`src/rtl/pin_guard_pkg.sv`:
```
`timescale 1ns/1ps
// Shared constants for the pin configuration write guard: register
// offsets, the unlock key and the field index order.
package pin_guard_pkg;
    localparam int          ADDR_W  = 12;
    localparam int          DATA_W  = 32;
    localparam int          NFIELD  = 5;
    localparam logic [31:0] UNLOCK_KEY = 32'h4C4F434B;

    localparam logic [ADDR_W-1:0] OFS_DIR   = 12'h400;
    localparam logic [ADDR_W-1:0] OFS_AFSEL = 12'h420;
    localparam logic [ADDR_W-1:0] OFS_PUP   = 12'h510;
    localparam logic [ADDR_W-1:0] OFS_PDN   = 12'h514;
    localparam logic [ADDR_W-1:0] OFS_DEN   = 12'h51C;
    localparam logic [ADDR_W-1:0] OFS_LOCK  = 12'h520;
    localparam logic [ADDR_W-1:0] OFS_COMMIT = 12'h524;

    // Field index 0 is direction (ungated); 1..4 are gated.
    function automatic logic [ADDR_W-1:0] field_ofs(input int idx);
        case (idx)
            0:       return OFS_DIR;
            1:       return OFS_AFSEL;
            2:       return OFS_PUP;
            3:       return OFS_PDN;
            default: return OFS_DEN;
        endcase
    endfunction
endpackage

```
`src/rtl/pin_lock_key.sv`:
```
`timescale 1ns/1ps
// Lock state holder. Assumes one write per cycle; any write that is not
// the exact key locks the port. Resets locked.
module pin_lock_key
    import pin_guard_pkg::*;
(
    input  logic              clk,
    input  logic              rst_n,
    input  logic              we,
    input  logic [DATA_W-1:0] wdata,
    output logic              locked
);
    // Update lock state on a lock-register write.
    always_ff @(posedge clk) begin
        if (!rst_n)
            locked <= 1'b1;
        else if (we)
            locked <= (wdata != UNLOCK_KEY);
    end
endmodule

```
`src/rtl/pin_commit_reg.sv`:
```
`timescale 1ns/1ps
// Per-pin commit mask. Flops exist only for protected pins; unprotected
// pins read a constant 1. Writes land only while unlocked.
module pin_commit_reg #(
    parameter int             N         = 8,
    parameter logic [N-1:0]   PROT_MASK = 8'h01
) (
    input  logic         clk,
    input  logic         rst_n,
    input  logic         we,
    input  logic         unlocked,
    input  logic [N-1:0] wdata,
    output logic [N-1:0] mask
);
    genvar i;
    generate
        for (i = 0; i < N; i++) begin : g_bit
            if (PROT_MASK[i]) begin : g_prot
                logic bit_q;
                // Hold the commit bit; change only on an unlocked write.
                always_ff @(posedge clk) begin
                    if (!rst_n)
                        bit_q <= 1'b0;
                    else if (we && unlocked)
                        bit_q <= wdata[i];
                end
                assign mask[i] = bit_q;
            end else begin : g_open
                assign mask[i] = 1'b1;
            end
        end
    endgenerate
endmodule

```
`src/rtl/pin_cfg_field.sv`:
```
`timescale 1ns/1ps
// One per-pin configuration register. With GATED set, bit i follows a
// write only where cmask[i] is 1; otherwise every bit follows. Resets to 0.
module pin_cfg_field #(
    parameter int N     = 8,
    parameter bit GATED = 1'b1
) (
    input  logic         clk,
    input  logic         rst_n,
    input  logic         we,
    input  logic [N-1:0] wdata,
    input  logic [N-1:0] cmask,
    output logic [N-1:0] q
);
    logic [N-1:0] nxt;

    generate
        if (GATED) begin : g_gated
            // Merge written bits where committed, keep the rest.
            assign nxt = (q & ~cmask) | (wdata & cmask);
        end else begin : g_plain
            logic [N-1:0] unused_mask;
            assign unused_mask = cmask;
            // Ungated register takes the whole write.
            assign nxt = wdata;
        end
    endgenerate

    // Register the field value.
    always_ff @(posedge clk) begin
        if (!rst_n)
            q <= '0;
        else if (we)
            q <= nxt;
    end
endmodule

```
`src/rtl/pin_guard.sv`:
```
`timescale 1ns/1ps
// Pin configuration write guard. Decodes the register offsets, holds the
// lock state, the commit mask and five per-pin configuration registers,
// and returns read data combinationally. Assumes at most one write per
// cycle and byte offsets on addr.
module pin_guard
    import pin_guard_pkg::*;
#(
    parameter int           N         = 8,
    parameter logic [N-1:0] PROT_MASK = 8'h01
) (
    input  logic              clk,
    input  logic              rst_n,
    input  logic              wr_en,
    input  logic [ADDR_W-1:0] addr,
    input  logic [DATA_W-1:0] wdata,
    output logic [DATA_W-1:0] rdata,
    output logic [N-1:0]      commit_mask,
    output logic [N-1:0]      dir_q,
    output logic [N-1:0]      alt_sel,
    output logic [N-1:0]      pull_up,
    output logic [N-1:0]      pull_dn,
    output logic [N-1:0]      dig_en
);
    logic         locked;
    logic         lock_we;
    logic         commit_we;
    logic [N-1:0] field_q [NFIELD];

    assign lock_we   = wr_en && (addr == OFS_LOCK);
    assign commit_we = wr_en && (addr == OFS_COMMIT);

    pin_lock_key u_lock (
        .clk    (clk),
        .rst_n  (rst_n),
        .we     (lock_we),
        .wdata  (wdata),
        .locked (locked)
    );

    pin_commit_reg #(.N(N), .PROT_MASK(PROT_MASK)) u_commit (
        .clk      (clk),
        .rst_n    (rst_n),
        .we       (commit_we),
        .unlocked (!locked),
        .wdata    (wdata[N-1:0]),
        .mask     (commit_mask)
    );

    genvar f;
    generate
        for (f = 0; f < NFIELD; f++) begin : g_field
            logic field_we;
            assign field_we = wr_en && (addr == field_ofs(f));
            pin_cfg_field #(.N(N), .GATED(f != 0)) u_field (
                .clk   (clk),
                .rst_n (rst_n),
                .we    (field_we),
                .wdata (wdata[N-1:0]),
                .cmask (commit_mask),
                .q     (field_q[f])
            );
        end
    endgenerate

    assign dir_q   = field_q[0];
    assign alt_sel = field_q[1];
    assign pull_up = field_q[2];
    assign pull_dn = field_q[3];
    assign dig_en  = field_q[4];

    // Select read data by offset; unmatched offsets read zero.
    always_comb begin
        rdata = '0;
        for (int k = 0; k < NFIELD; k++)
            if (addr == field_ofs(k))
                rdata[N-1:0] = field_q[k];
        if (addr == OFS_LOCK)
            rdata[0] = locked;
        if (addr == OFS_COMMIT)
            rdata[N-1:0] = commit_mask;
    end
endmodule

```
`config.mk`:
```
export PLATFORM = sky130hd
export DESIGN_NAME = pin_guard
export DESIGN_NICKNAME = d
export VERILOG_FILES = /design/src/rtl/pin_guard_pkg.sv /design/src/rtl/pin_lock_key.sv /design/src/rtl/pin_commit_reg.sv /design/src/rtl/pin_cfg_field.sv /design/src/rtl/pin_guard.sv
export SDC_FILE = /design/constraint.sdc
export NUM_CORES = 1
export LEC_CHECK = 0
export CAP_MARGIN = 20
export CORE_ASPECT_RATIO = 0.9
export CORE_UTILIZATION = 45
export CTS_BUF_LIST = sky130_fd_sc_hd__clkbuf_8
export DETAILED_ROUTE_END_ITERATION = 10
export PLACE_DENSITY = 0.87
export SLEW_MARGIN = 40
export SYNTH_ARGS = -nofsm -noshare
export SYNTH_HDL_FRONTEND = slang
export SYNTH_SLANG_ARGS = --single-unit
```
`constraint.sdc`:
```
create_clock -name clk -period 3.6 [get_ports clk]
set_input_delay 0.72 -clock clk [delete_from_list [all_inputs] [get_ports clk]]
set_output_delay 0.72 -clock clk [all_outputs]
set_load 0.1 [all_outputs]
```
* After elaboration in Yosys (flattened, before gate mapping)
Cells that the tools add are included.
** Cells by class
- Magnitude comparators :: 0
- Reductions and logical operators :: 9
- $mul :: 0
- Add/subtract/negate cells :: 0
- Bitwise logic cells :: 10
- Div/mod/pow operators :: 0
- Shift-type cells :: 0
- Equal/unequal tests :: 8
- Multiplexer cells :: 7
** Operators with widths (count)
- $eq A12 B11 Y1 const B :: 7
- $mux W8 :: 6
- $and A8 B8 Y8 :: 5
- $ne A32 B31 Y1 const B :: 1
- $or A8 B8 Y8 :: 4
- $logic_and A1 B1 Y1 :: 8
- $not A8 Y8 :: 1
- $logic_not A1 Y1 :: 1
- $mux W1 :: 1
** Storage, ports and cells
- Register bits :: 42
- Bits of input ports :: 47
- Word-level logic and storage cells :: 41
- Output and inout bits :: 80
- Bits in latches :: 0
- Bits in writable memories :: 0
- ROM bits :: 0
- Memories :: 0

* Logic depth before layout (Yosys ltp)
Gate-level depths: netlist (run 1).
- Depth after elaboration :: 8
- Gate-level depth with buffers :: 6
- Gate-level depth less buffers :: 4

* Hierarchy
Synthesis (run 1) repeated with hierarchy kept, for this count alone.
** Second synthesis, totals
- Cell total of the unflattened synthesis :: 386
- Area, all modules :: 3099.2 sq um
** Modules (own cells, without submodules)
- pin_cfg_field at g_field[1].u_field ... :: cells each 43, sequential area each 160.2 sq um, instances 4, area an instance 357.8 sq um
- pin_guard :: cells each 160, sequential area each 0.0 sq um, instances 1, area an instance 1129.8 sq um
- pin_cfg_field at g_field[0].u_field :: cells each 25, sequential area each 160.2 sq um, instances 1, area an instance 301.5 sq um
- pin_lock_key :: cells each 15, sequential area each 20.0 sq um, instances 1, area an instance 131.4 sq um
- pin_commit_reg :: cells each 14, sequential area each 20.0 sq um, instances 1, area an instance 105.1 sq um

* Least setup slack after synthesis (run 1)
No wires, ideal clock.
- Kind :: input port to output port
- Start point :: input addr[1]
- End point :: output rdata[1]
- Buffers on the path :: 2
- Setup slack :: -0.738 ns
- Stages on the path :: 6
- Arrival :: 3.618 ns
- Data required time :: 2.880 ns
- Path through :: or4b_1 > buf_2 > or4_1 > buf_2 > nor2_1 > a2bb2oi_1
** On the way
- Longest elaborated chain between the ends :: 7
- Elaborated cells on any way between the ends :: 12
- Those cells by class :: 6 x eq/ne; 6 x mux
** Ends and longest elaborated chain
- start, declared :: line pin_guard.sv:15 : input logic [ADDR_W-1:0] addr,
- $eq A12 B11 Y1 :: line pin_guard.sv:76 : if (addr == field_ofs(k))
- $mux W8 (5 in a row) :: line pin_guard.sv:76
- $mux W8 (*) :: line pin_guard.sv:80 : if (addr == OFS_COMMIT)
- end, declared :: line pin_guard.sv:17 : output logic [DATA_W-1:0] rdata,
Every way passes the cells marked *; elsewhere a longest branch is shown, timed or not.

* Worst setup path after layout (run 1)
- Start point :: input addr[1]
- End point :: output rdata[5]
The elaborated chain is that of the path after synthesis.

==> results of run 1 <==
[layout by cell type (no fill, tap or decap), types with 2 or more instances in the layout]
master	n
buf_12	10
mux2_2	7
buf_4	16
nor4_1	3
nor2_2	2
or4_1	4
or4bb_1	2
nor2b_1	18
nor4bb_1	2
mux2i_1	48
a2bb2oi_4	5
nand4bb_1	2
a21oi_1	2
nand4b_1	3
buf_2	42
nor2_1	9
nand4_1	5
o211ai_1	3
clkbuf_8	5
clkinv_2	2
nand2_1	35
or4b_2	2
dfxtp_1	42
o21ai_0	2
a32oi_1	6
clkdlybuf4s50_1	45
conb_1	31
nor3b_1	2
[logic make-up after synthesis]
logic type | count (synthesis)
simple gates | 103
flops | 42
other cells | 2
mux | 55
buf+inv | 50
compound gates | 26
[critical path, delay by kind of cell]
| family | cells | cell delay (ns) |
|---|---|---|
| AOI/OAI and AO/OA | 1 | 0.18 |
| buffers and inverters | 3 | 0.78 |
| and+or+nand+nor | 3 | 1.16 |
[worst paths after layout]
| path | end | slack [ns] | cells after the start |
|---|---|---|---|
| worst min-delay path | g_field[4].u_field.q[2]$_SDFFE_PN0P_ | 0.48 | 2 |
| worst min register to register | g_field[4].u_field.q[2]$_SDFFE_PN0P_ | 0.48 | 2 |
| worst max-delay path | rdata[5] | 0.03 | 7 |
| worst max register to register | flop | 2.44 | 3 |
[metal layers]
metal	part of all wire	GRT usage	up-vias
met1	0.42	0.320	1114
met5	0	0	-
met4	0.023	0.0933	0
met2	0.49	0.420	120
met3	0.065	0.0460	18
li1	-	-	1129
[what timing repair did]
action                                  in CTS  in global routing
resized for setup                            1                  5
endpoints found under the setup margin       1                  7
pin swaps                                    0                  1
[layout make-up]
class / instances / area [µm²]
multi-input cells: 215 / 1630
clock buffers: 5 / 68.8
flip-flops and latches: 42 / 841
inverters: 1 / 3.75
clock inverters: 2 / 10.0
well taps: 67 / 83.8
fillers: 442 / 1730
repair buffers: 113 / 981
[sequential cells by signal, summed over array words and instances, names as in the netlist, named ones only]
signal                       flops
g_field.u_field.q               36
u_commit.g_bit.g_prot.bit_q      1
u_lock.locked                    1
[power groups by stage]
stage          combinational [mW]  sequential (mW)  clock, mW
2_1_floorplan               0.205            0.475          0
3_3_place_gp                0.252            0.475          0
3_5_place_dp                0.253            0.475          0
4_1_cts                     0.254            0.464      0.292
5_1_grt                     0.267            0.464      0.312
6_report                    0.256            0.464      0.284
==> impl_metrics.json, run 1 <==
{
  "fin_nets": 425,
  "track_usage": 0.251,
  "n_antenna_cell": 0,
  "p_leak_nw": 1.63,
  "clkPwrFrac": 0.283,
  "cp_slowest_cell": "or4b_4",
  "cap_violations": 0,
  "critPathLaunch": "addr[1]",
  "synth_top_area_frac": 0.331,
  "worst_clock_skew_ns": 0.000573,
  "grt_pass1_wl_um": 11300,
  "routed_wl_um": 7030,
  "ys_types": 44,
  "switchingPower_mw": 0.345,
  "synth_common_cells": "mux2i_1 (48), dfxtp_1 (42), nand2_1 (35), buf_4 (32), nor2b_1 (18)",
  "yosys.area_share.simple": 0.242,
  "critPathKind": "in -> out",
  "hold_buffers": 0,
  "p_sw_frac": 0.343,
  "arrival_ns": 2.85,
  "outcome": "completed",
  "p_int_mw": 0.660,
  "grt_max_degree": 28,
  "cpPeakStageDelay_ns": 0.55,
  "fmax_ghz": 0.280,
  "syn_area_per_cell_um2": 9.15,
  "yosys.area_share.adder": 0,
  "stdcell_count": 445,
  "place_congestion": 0.920,
  "crit_path_end_kind": "primary output",
  "min-delay-start": "g_field[4].u_field.q[2]$_SDFFE_PN0P_",
  "clk_pin_slew_worst_paths_ns": 0.08,
  "gr-total-overflow": 0,
  "yosysSeqAreaShare": 0.331,
  "synthFlopType": "dfxtp_1",
  "synth-edff-count": 0,
  "hpwlAfterDp_um": 5500,
  "slew_headroom": 0.658,
  "ys_ff_latch": 42,
  "synth_top_family_by_area": "simple AND/OR/NAND/NOR gates",
  "area_growth_syn_to_layout_pct": 42.4,
  "grt_pass1_vias": 2319,
  "fin_crit_ns": 3.57,
  "start_util": 0.476,
  "fin_util": 0.677,
  "power_density_nw_per_um2": 277,
  "die_x_um": 81.3,
  "yosysWarningCount": 0,
  "antenna_found_initial": 0,
  "combinationalPowerShare": 0.255,
  "required_ns": 2.88,
  "placedCellCount": 438,
  "port_buffers": 95,
  "synth_most_common_cell": "mux2i_1",
  "async_flop_share": 0,
  "synth-xor-area-share": 0,
  "pre_cts_slack_ns": 0.0106,
  "clock-root-buffer": "clkbuf_8",
  "ir_drop_mv": 0.261,
  "synth_top_cell_by_area": "dfxtp_1",
  "drcViolationCount": 0,
  "cts_htree_levels": 2,
  "clkSinkCount": 42,
  "postCtsSetupBuffers": 0,
  "hold_viol_final": 0,
  "p_total_mw": 1.00,
  "io_pins": 127,
  "firstDrtPassIters": 4,
  "synth_compound_area_frac": 0.0802,
  "drt_iter0_markers": 112,
  "cp_max_fo": 9,
  "rsz0062_at_grt": "yes",
  "tns_ns": 0,
  "critical_path.startpoint_type": "primary input",
  "synthMuxAreaShare": 0.220,
  "cts_tree": "done",
  "die_area_um2": 5960,
  "place_area_um2": 3520,
  "synthCells": 278,
  "worstMarginPinSlew_ns": 0.512,
  "whs_ns": 0.476,
  "final_area_um2": 3620,
  "r2r_start": "u_commit.g_bit[0].g_prot.bit_q$_SDFFE_PN0P_",
  "period_share": 0.990,
  "syn-cell-area_um2": 2540,
  "coreArea_um2": 5350,
  "postRouteAntennaNets": 0,
  "cts-buffers-inserted": 5,
  "die_h_um": 73.3,
  "cp_cell_sequence": "clkdlybuf4s50_1 -> or4b_4 -> or4_1 -> buf_4 -> nor2_1 -> a2bb2oi_4 -> buf_12",
  "min_path_type": "reg -> reg",
  "rows": 25,
  "vias": 2381,
  "finalSetupViolCount": 0,
  "routedWlPerCell_um": 15.8,
  "routed_via_density": 5.35,
  "setup_ws_ns": 0.0347,
  "seqPwrFrac": 0.462,
  "slew_violations": 0,
  "clkLatencyLatePin_ns": 0.29,
  "synth_area_leaders": "dfxtp_1 (33%), mux2i_1 (19%), buf_4 (9.4%)",
  "drive_gt1_frac": 0.267,
  "clk_path_buf_depth": 2
}
(Power assumes the default switching activity.)
==> inputs of run 2 (changes only) <==
--- a/config.mk
+++ b/config.mk
@@ -5,7 +5,7 @@
 export SDC_FILE = /design/constraint.sdc
 export NUM_CORES = 1
 export LEC_CHECK = 0
-export CAP_MARGIN = 20
+export CAP_MARGIN = 10
 export CORE_ASPECT_RATIO = 0.9
 export CORE_UTILIZATION = 45
 export CTS_BUF_LIST = sky130_fd_sc_hd__clkbuf_8
==> results of run 2 <==
No change in the layout: final DEF, timing and power equal those of run 1.
